===== config.mk =====
export PLATFORM = sky130hd
export DESIGN_NAME = tick_timer_bank
export DESIGN_NICKNAME = d
export VERILOG_FILES = /design/src/rtl/tick_timer_pkg.sv /design/src/rtl/tick_dp.sv /design/src/rtl/tick_ctrl.sv /design/src/rtl/tick_timer_unit.sv /design/src/rtl/tick_timer_bank.sv
export SDC_FILE = /design/constraint.sdc
export NUM_CORES = 1
export LEC_CHECK = 0
export CAP_MARGIN = 25
export CORE_MARGIN = 5
export CORE_UTILIZATION = 45
export CTS_BUF_LIST = sky130_fd_sc_hd__clkbuf_16
export DETAILED_ROUTE_END_ITERATION = 12
export DONT_BUFFER_PORTS = 1
export PLACE_DENSITY = 0.6
export SLEW_MARGIN = 10
export SYNTH_ARGS = -nofsm -noshare
export SYNTH_HDL_FRONTEND = slang
export SYNTH_SLANG_ARGS = --single-unit

===== constraint.sdc =====
create_clock -name clk -period 5.05 [get_ports clk]
set_input_delay 0.7575 -clock clk [delete_from_list [all_inputs] [get_ports clk]]
set_output_delay 0.7575 -clock clk [all_outputs]
set_load 0.01 [all_outputs]

===== src/rtl/tick_timer_pkg.sv =====
package tick_timer_pkg;

  // Strobes from the control half to the datapath half of one timer
  typedef struct packed {
    logic loadCnt;
    logic loadLim;
    logic incr;
  } dpStrobes_t;

endpackage


===== src/rtl/tick_dp.sv =====
module tick_dp
  import tick_timer_pkg::*;
#(
  parameter int CNT_W = 64
) (
  input  logic             clk,
  input  logic             rstN,
  input  dpStrobes_t       strobes,
  input  logic [CNT_W-1:0] wrData,
  output logic [CNT_W-2:0] cntVal,
  output logic             reachedNext,
  output logic             wrValZero
);
  localparam int VAL_W = CNT_W - 1;

  logic [VAL_W-1:0] cntQ;
  logic [VAL_W-1:0] limQ;
  logic [VAL_W:0]   cntPlusOne;

  always_ff @(posedge clk) begin
    if (!rstN) begin
      cntQ <= '0;
      limQ <= '0;
    end else begin
      if (strobes.loadCnt)   cntQ <= wrData[VAL_W-1:0];
      else if (strobes.incr) cntQ <= cntQ + 1'b1;
      if (strobes.loadLim)   limQ <= wrData[VAL_W-1:0];
    end
  end

  // widened by one bit so the count just below wrap still compares correctly
  assign cntPlusOne  = {1'b0, cntQ} + 1'b1;
  assign reachedNext = (cntPlusOne >= {1'b0, limQ});
  assign wrValZero   = (wrData[VAL_W-1:0] == '0);
  assign cntVal      = cntQ;

  // a count write lands in the counter
  a_r2_count_load: assert property (@(posedge clk) disable iff (!rstN)
    strobes.loadCnt |=> cntQ == $past(wrData[VAL_W-1:0]));

  // one step per enabled tick
  a_r3_count_step: assert property (@(posedge clk) disable iff (!rstN)
    (strobes.incr && !strobes.loadCnt) |=> cntQ == $past(cntQ) + 1'b1);

endmodule


===== src/rtl/tick_ctrl.sv =====
module tick_ctrl
  import tick_timer_pkg::*;
(
  input  logic       clk,
  input  logic       rstN,
  input  logic       tickEn,
  input  logic       cntWr,
  input  logic       limWr,
  input  logic       wrDisBit,
  input  logic       wrValZero,
  input  logic       reachedNext,
  output dpStrobes_t strobes,
  output logic       disabled,
  output logic       matchPulse
);
  logic disabledQ;
  logic armedQ;
  logic matchQ;
  logic fireNow;

  assign fireNow = armedQ && !disabledQ && tickEn && !cntWr && !limWr && reachedNext;

  always_ff @(posedge clk) begin
    if (!rstN) begin
      disabledQ <= 1'b1;
      armedQ    <= 1'b0;
      matchQ    <= 1'b0;
    end else begin
      if (limWr || cntWr) disabledQ <= wrDisBit;
      if (limWr)          armedQ <= !wrDisBit && !wrValZero;
      else if (fireNow)   armedQ <= 1'b0;
      matchQ <= fireNow;
    end
  end

  always_comb begin
    strobes.loadCnt = cntWr;
    strobes.loadLim = limWr;
    strobes.incr    = tickEn && !cntWr;
  end

  assign disabled   = disabledQ;
  assign matchPulse = matchQ;

  // the match never lasts two cycles
  a_r8_single_pulse: assert property (@(posedge clk) disable iff (!rstN)
    matchQ |=> !matchQ);

  // nothing fires out of a disabled cycle
  a_r6_quiet_when_disabled: assert property (@(posedge clk) disable iff (!rstN)
    disabledQ |=> !matchQ);

  // a match follows an enabled tick
  a_r11_fire_on_tick: assert property (@(posedge clk) disable iff (!rstN)
    matchQ |-> $past(tickEn));

  // a zero-valued limit leaves the timer unarmed
  a_r5_zero_limit_disarms: assert property (@(posedge clk) disable iff (!rstN)
    (limWr && wrValZero) |=> !armedQ);

endmodule


===== src/rtl/tick_timer_unit.sv =====
module tick_timer_unit
  import tick_timer_pkg::*;
#(
  parameter int CNT_W = 64
) (
  input  logic             clk,
  input  logic             rstN,
  input  logic             tickEn,
  input  logic             cntWr,
  input  logic             limWr,
  input  logic [CNT_W-1:0] wrData,
  output logic [CNT_W-1:0] rdVal,
  output logic             match
);
  localparam int VAL_W = CNT_W - 1;

  dpStrobes_t       strobes;
  logic [VAL_W-1:0] cntVal;
  logic             reachedNext;
  logic             wrValZero;
  logic             disabled;

  tick_ctrl ctrl_i (
    .clk        (clk),
    .rstN       (rstN),
    .tickEn     (tickEn),
    .cntWr      (cntWr),
    .limWr      (limWr),
    .wrDisBit   (wrData[CNT_W-1]),
    .wrValZero  (wrValZero),
    .reachedNext(reachedNext),
    .strobes    (strobes),
    .disabled   (disabled),
    .matchPulse (match)
  );

  tick_dp #(.CNT_W(CNT_W)) dp_i (
    .clk        (clk),
    .rstN       (rstN),
    .strobes    (strobes),
    .wrData     (wrData),
    .cntVal     (cntVal),
    .reachedNext(reachedNext),
    .wrValZero  (wrValZero)
  );

  assign rdVal = {disabled, cntVal};

endmodule


===== src/rtl/tick_timer_bank.sv =====
module tick_timer_bank
  import tick_timer_pkg::*;
#(
  parameter int CNT_W      = 64,
  parameter int NUM_TIMERS = 3
) (
  input  logic                          clk,
  input  logic                          rstN,
  input  logic [NUM_TIMERS-1:0]         tickEn,
  input  logic [NUM_TIMERS-1:0]         cntWrEn,
  input  logic [NUM_TIMERS-1:0]         limWrEn,
  input  logic [CNT_W-1:0]              wrData,
  input  logic [$clog2(NUM_TIMERS)-1:0] rdSel,
  output logic [CNT_W-1:0]              rdData,
  output logic [NUM_TIMERS-1:0]         matchOut,
  output logic                          softTickSet,
  output logic                          softSysSet,
  output logic                          irqEvalReq
);
  localparam int SEL_W = $clog2(NUM_TIMERS);

  logic [CNT_W-1:0] rdVals [NUM_TIMERS];

  for (genvar t = 0; t < NUM_TIMERS; t++) begin : g_timer
    tick_timer_unit #(.CNT_W(CNT_W)) unit_i (
      .clk   (clk),
      .rstN  (rstN),
      .tickEn(tickEn[t]),
      .cntWr (cntWrEn[t]),
      .limWr (limWrEn[t]),
      .wrData(wrData),
      .rdVal (rdVals[t]),
      .match (matchOut[t])
    );
  end

  always_comb begin
    rdData = '0;
    for (int t = 0; t < NUM_TIMERS; t++) begin
      if (rdSel == SEL_W'(t)) rdData = rdVals[t];
    end
  end

  // timer 0 is the plain tick; every later timer is a system tick
  assign softTickSet = matchOut[0];
  assign softSysSet  = |matchOut[NUM_TIMERS-1:1];
  assign irqEvalReq  = |matchOut;

endmodule


==> impl_metrics.csv <==
group,metric,value,unit
floorplanning,initial_utilization,45.3,%
power_and_ir_drop,p_sw,2.42,mW
global_routing,grt_pass1_vias,22200,
setup_path,max_stage_delay,530,ps
clock_tree,cts_buffers,47,
power_and_ir_drop,leakagePower,11.7,nW
sta,clock.fmax,210,MHz
finish,drive_above_1_share,5.56,%
finish,design_area,28200,um^2
power_and_ir_drop,clockPowerShare,40.9,%
finish,fill_cells,5656,
global_routing,grt.overflow.total,0,
synthesis,postSynthAreaPerCell,7.85,um^2
job,drv_cap,0,
finish,multiInputGateArea,16600,um^2
floorplanning,die-area,62700,um^2
synthesis,ys_seq_area_share,29.8,%
power_and_ir_drop,p_per_area,287,nW/um^2
synthesis,synthCells,3314,
floorplanning,fp.coreArea,57500,um^2
synthesis,ys_ff_latch,387,
synthesis,ys_warn_count,0,
synthesis,async_flop_share,0,%
setup_path,reg2reg_depth,18,
placement,gp_congestion,0.967,
floorplanning,die_h,250,um
synthesis,synth_top_area_share,29.8,%
setup_path,criticalPathCategory,"flop to flop",
routing,vias,23900,
run_status,status,"finished, final reports clean",
routing,routedLengthMet1,45800,um
clock_tree,htree_levels,2,
sta,clock_skew,22.3,ps
global_routing,grt_pass1_wl,146000,um
setup_path,critPathBufInv,2,
clock_tree,cts_tree,"built",
clock_tree,clock_latency,600,ps
min_path,holdCritStartpoint,"wrData[24]",
synthesis,yosysTopAreaCell,"dfxtp_1",
setup_path,cp_top_family,"simple AND/OR/NAND/NOR gates",
power_and_ir_drop,ir_drop,264,uV
setup_path,crit_required,5590,ps
min_path,hold_path_class,"input pin to flop",
synthesis,netlist_top_cells_area,"dfxtp_1 30%, mux2i_1 10%, ha_1 9.2%",
global_routing,grt_use_total,29.9,%
min_path,min_path_cells,2,
finish,utilization,49.1,%
routing,routedWlPerCell,24.3,um
routing,antenna_left,0,
power_and_ir_drop,internal_power,5.68,mW
power_and_ir_drop,power.total,8.10,mW
sta,fin_hold_ws,299,ps
routing,wl_met2,39300,um
global_routing,antenna_found_initial,0,
power_and_ir_drop,comb_power_share,16.2,%
floorplanning,fp-row-count,88,
setup_path,endpoint_kind,"flop",
finish,seq_area,7750,um^2
sta,fin_crit,4760,ps
min_path,hold_path_end,"g_timer[2].unit_i.dp_i.cntVal[24]",
placement,portBuffers,0,
sta,fin_tns_setup,0,ps
finish,syn2layout_area_growth,8.53,%
sta,slew_viol_final,0,
clock_tree,cts_buffer_depth,3,
synthesis,netlist_top_cells_count,"418 x nor2_1, 387 x dfxtp_1, 327 x nand2_1",
global_routing,grt_max_degree,146,
routing,drt_iter0_drc,2420,
synthesis,synth-main-ff-cell,"dfxtp_1",
clock_tree,cts-resized-gates,0,
power_and_ir_drop,seqPwrFrac,42.9,%
clock_tree,numClockSinks,387,
clock_tree,root_buffer,"clkbuf_16",
setup_path,r2r_slack,290,ps
synthesis,synth.cell_area,26000,um^2
sta,setup_viol,0,
setup_path,arrival,5290,ps
sta,finalHoldViolations,0,
clock_tree,path_clk_slew,60,ps
routing,drt_pass1_iterations,6,
sta,finalCritPeriodShare,94.2,%
placement,placed_cell_area,26700,um^2
power_and_ir_drop,p_sw_share,29.9,%
synthesis,synth_cell_types,64,
clock_tree,cts_setup_buffers,0,
routing,met3WireLength,9700,um
setup_path,slowest_stage,"a221oi_2",
placement,hpwlAfterDp,71100,um
clock_tree,hold_buffers,0,
setup_path,path_cells,"ha_1, nand3_1, nor3_4, buf_4, and2_1, buf_4, nand3_1, nor2_1, and3_1, xor2_1, ha_1, and4_1, a221oi_1, o21ai_0, a221oi_2, o21ai_0, nand4_1, a32o_1",
routing,drc_errors,0,
synthesis,synth_fp_nets,3583,
synthesis,synth_edf_count,0,
setup_path,r2r-start,"g_timer[2].unit_i.dp_i.cntVal[0]",
floorplanning,io_pins,147,
setup_path,cp-startpoint,"g_timer[2].unit_i.dp_i.cntVal[0]",
routing,drt_wl_total,97700,um
sta,slew_headroom,14.9,%
setup_path,r2r-end,"g_timer[2].unit_i.ctrl_i.armedQ",
setup_path,cp_max_fo,6,
synthesis,synthMostInstantiatedCell,"nor2_1",
sta,worstMarginPinSlew,1260,ps
routing,top_layer_used,"met4",
floorplanning,dieWidth,250,um
sta,rsz0062_at_grt,"false",
finish,nets,3488,
routing,vias_per_cell,5.94,
setup_path,start_kind,"flop",
-- power by group through the flow --
stage	clock network (mW)	registers [mW]	logic [mW]
after global placement	0	3.53	1.24
after detailed placement	0	3.53	1.28
after floorplan	0	3.42	1.04
after global routing	3.49	3.50	1.45
final	3.32	3.48	1.31
after CTS	3.36	3.47	1.28
-- per-stage QoR --
step / worst slack [ps] / instances
2_1_floorplan: 1220 / 3314
3_3_place_gp: 21.9 / 3928
3_5_place_dp: 133 / 3933
4_1_cts: 121 / 4016
5_1_grt: 33.3 / 4018
6_report: 292 / 4019
-- cell families after synthesis --
logic type               after synthesis  synth area share (%)
flip-flops                           387                  29.8
buffers and inverters                440                  6.49
XOR/XNOR                             347                  11.7
multiplexers                         267                  10.3
adder cells (fa/ha/maj)              192                  9.23
AO/OA/AOI/OAI                        482                  10.8
AND/OR/NAND/NOR                     1199                  21.8
-- worst max path at each step --
| stage | endpoint | slack (ps) | cells after the start |
|---|---|---|---|
| after global placement | g_timer[0].unit_i.ctrl_i.matchPulse | 20 | 19 |
| after global routing | g_timer[2].unit_i.ctrl_i.armedQ | 30 | 18 |
| after CTS | g_timer[2].unit_i.ctrl_i.armedQ | 120 | 18 |
| final | g_timer[2].unit_i.ctrl_i.armedQ | 290 | 18 |
| after detailed placement | g_timer[2].unit_i.ctrl_i.armedQ | 130 | 18 |
| after floorplan | g_timer[2].unit_i.ctrl_i.armedQ | 1220 | 16 |
-- flip-flops by register name (all words and copies together) (netlist names) --
signal                            flops
g_timer.unit_i.dp_i.limQ            189
g_timer.unit_i.ctrl_i.disabled        3
g_timer.unit_i.ctrl_i.armedQ          3
g_timer.unit_i.dp_i.cntVal          189
g_timer.unit_i.ctrl_i.matchPulse      3
-- final cells by class --
cell class                 instances  share of cell area [%]
multi-input combinational       2487                    58.8
clock buffer                      49                    4.34
timing repair buffer              87                    2.34
antenna                            1                 0.00886
inverter                         209                    2.82
clock inverter                    34                   0.815
sequential                       387                    27.4
tap                              765                    3.39
-- placed cells by master (no fill, tap or decap), types with 5 or more instances in the layout --
cell and n:
nand3_1 119, and2_1 11, nor4_4 5, or2_2 5, nor3_1 53, inv_1 212
nand2_1 327, and4_1 23, a211oi_1 74, and3_1 39, or4_1 5, o21a_1 5
nor2b_1 8, a31oi_1 5, xnor2_1 138, clkbuf_16 49, or3_1 17, nand2b_1 6
xor2_1 209, buf_2 5, nor2_1 418, mux2i_1 267, nand4_1 100, a21o_1 9
a311oi_1 11, ha_1 192, clkinv_1 12, o211ai_1 5, buf_4 78, clkinv_2 12
o21ai_0 175, dfxtp_1 386, a221oi_1 5, o211a_1 7, nor4_1 35, nor3b_1 6
a21oi_1 169
-- layer usage --
metal / track usage (%) / up-vias
met5: 0 / -
met4: 8.23 / 0
met3: 6.94 / 150
met2: 42.3 / 1096
met1: 45.4 / 11500
li1: - / 11200
Note: power is estimated with default switching activity, not from simulation.
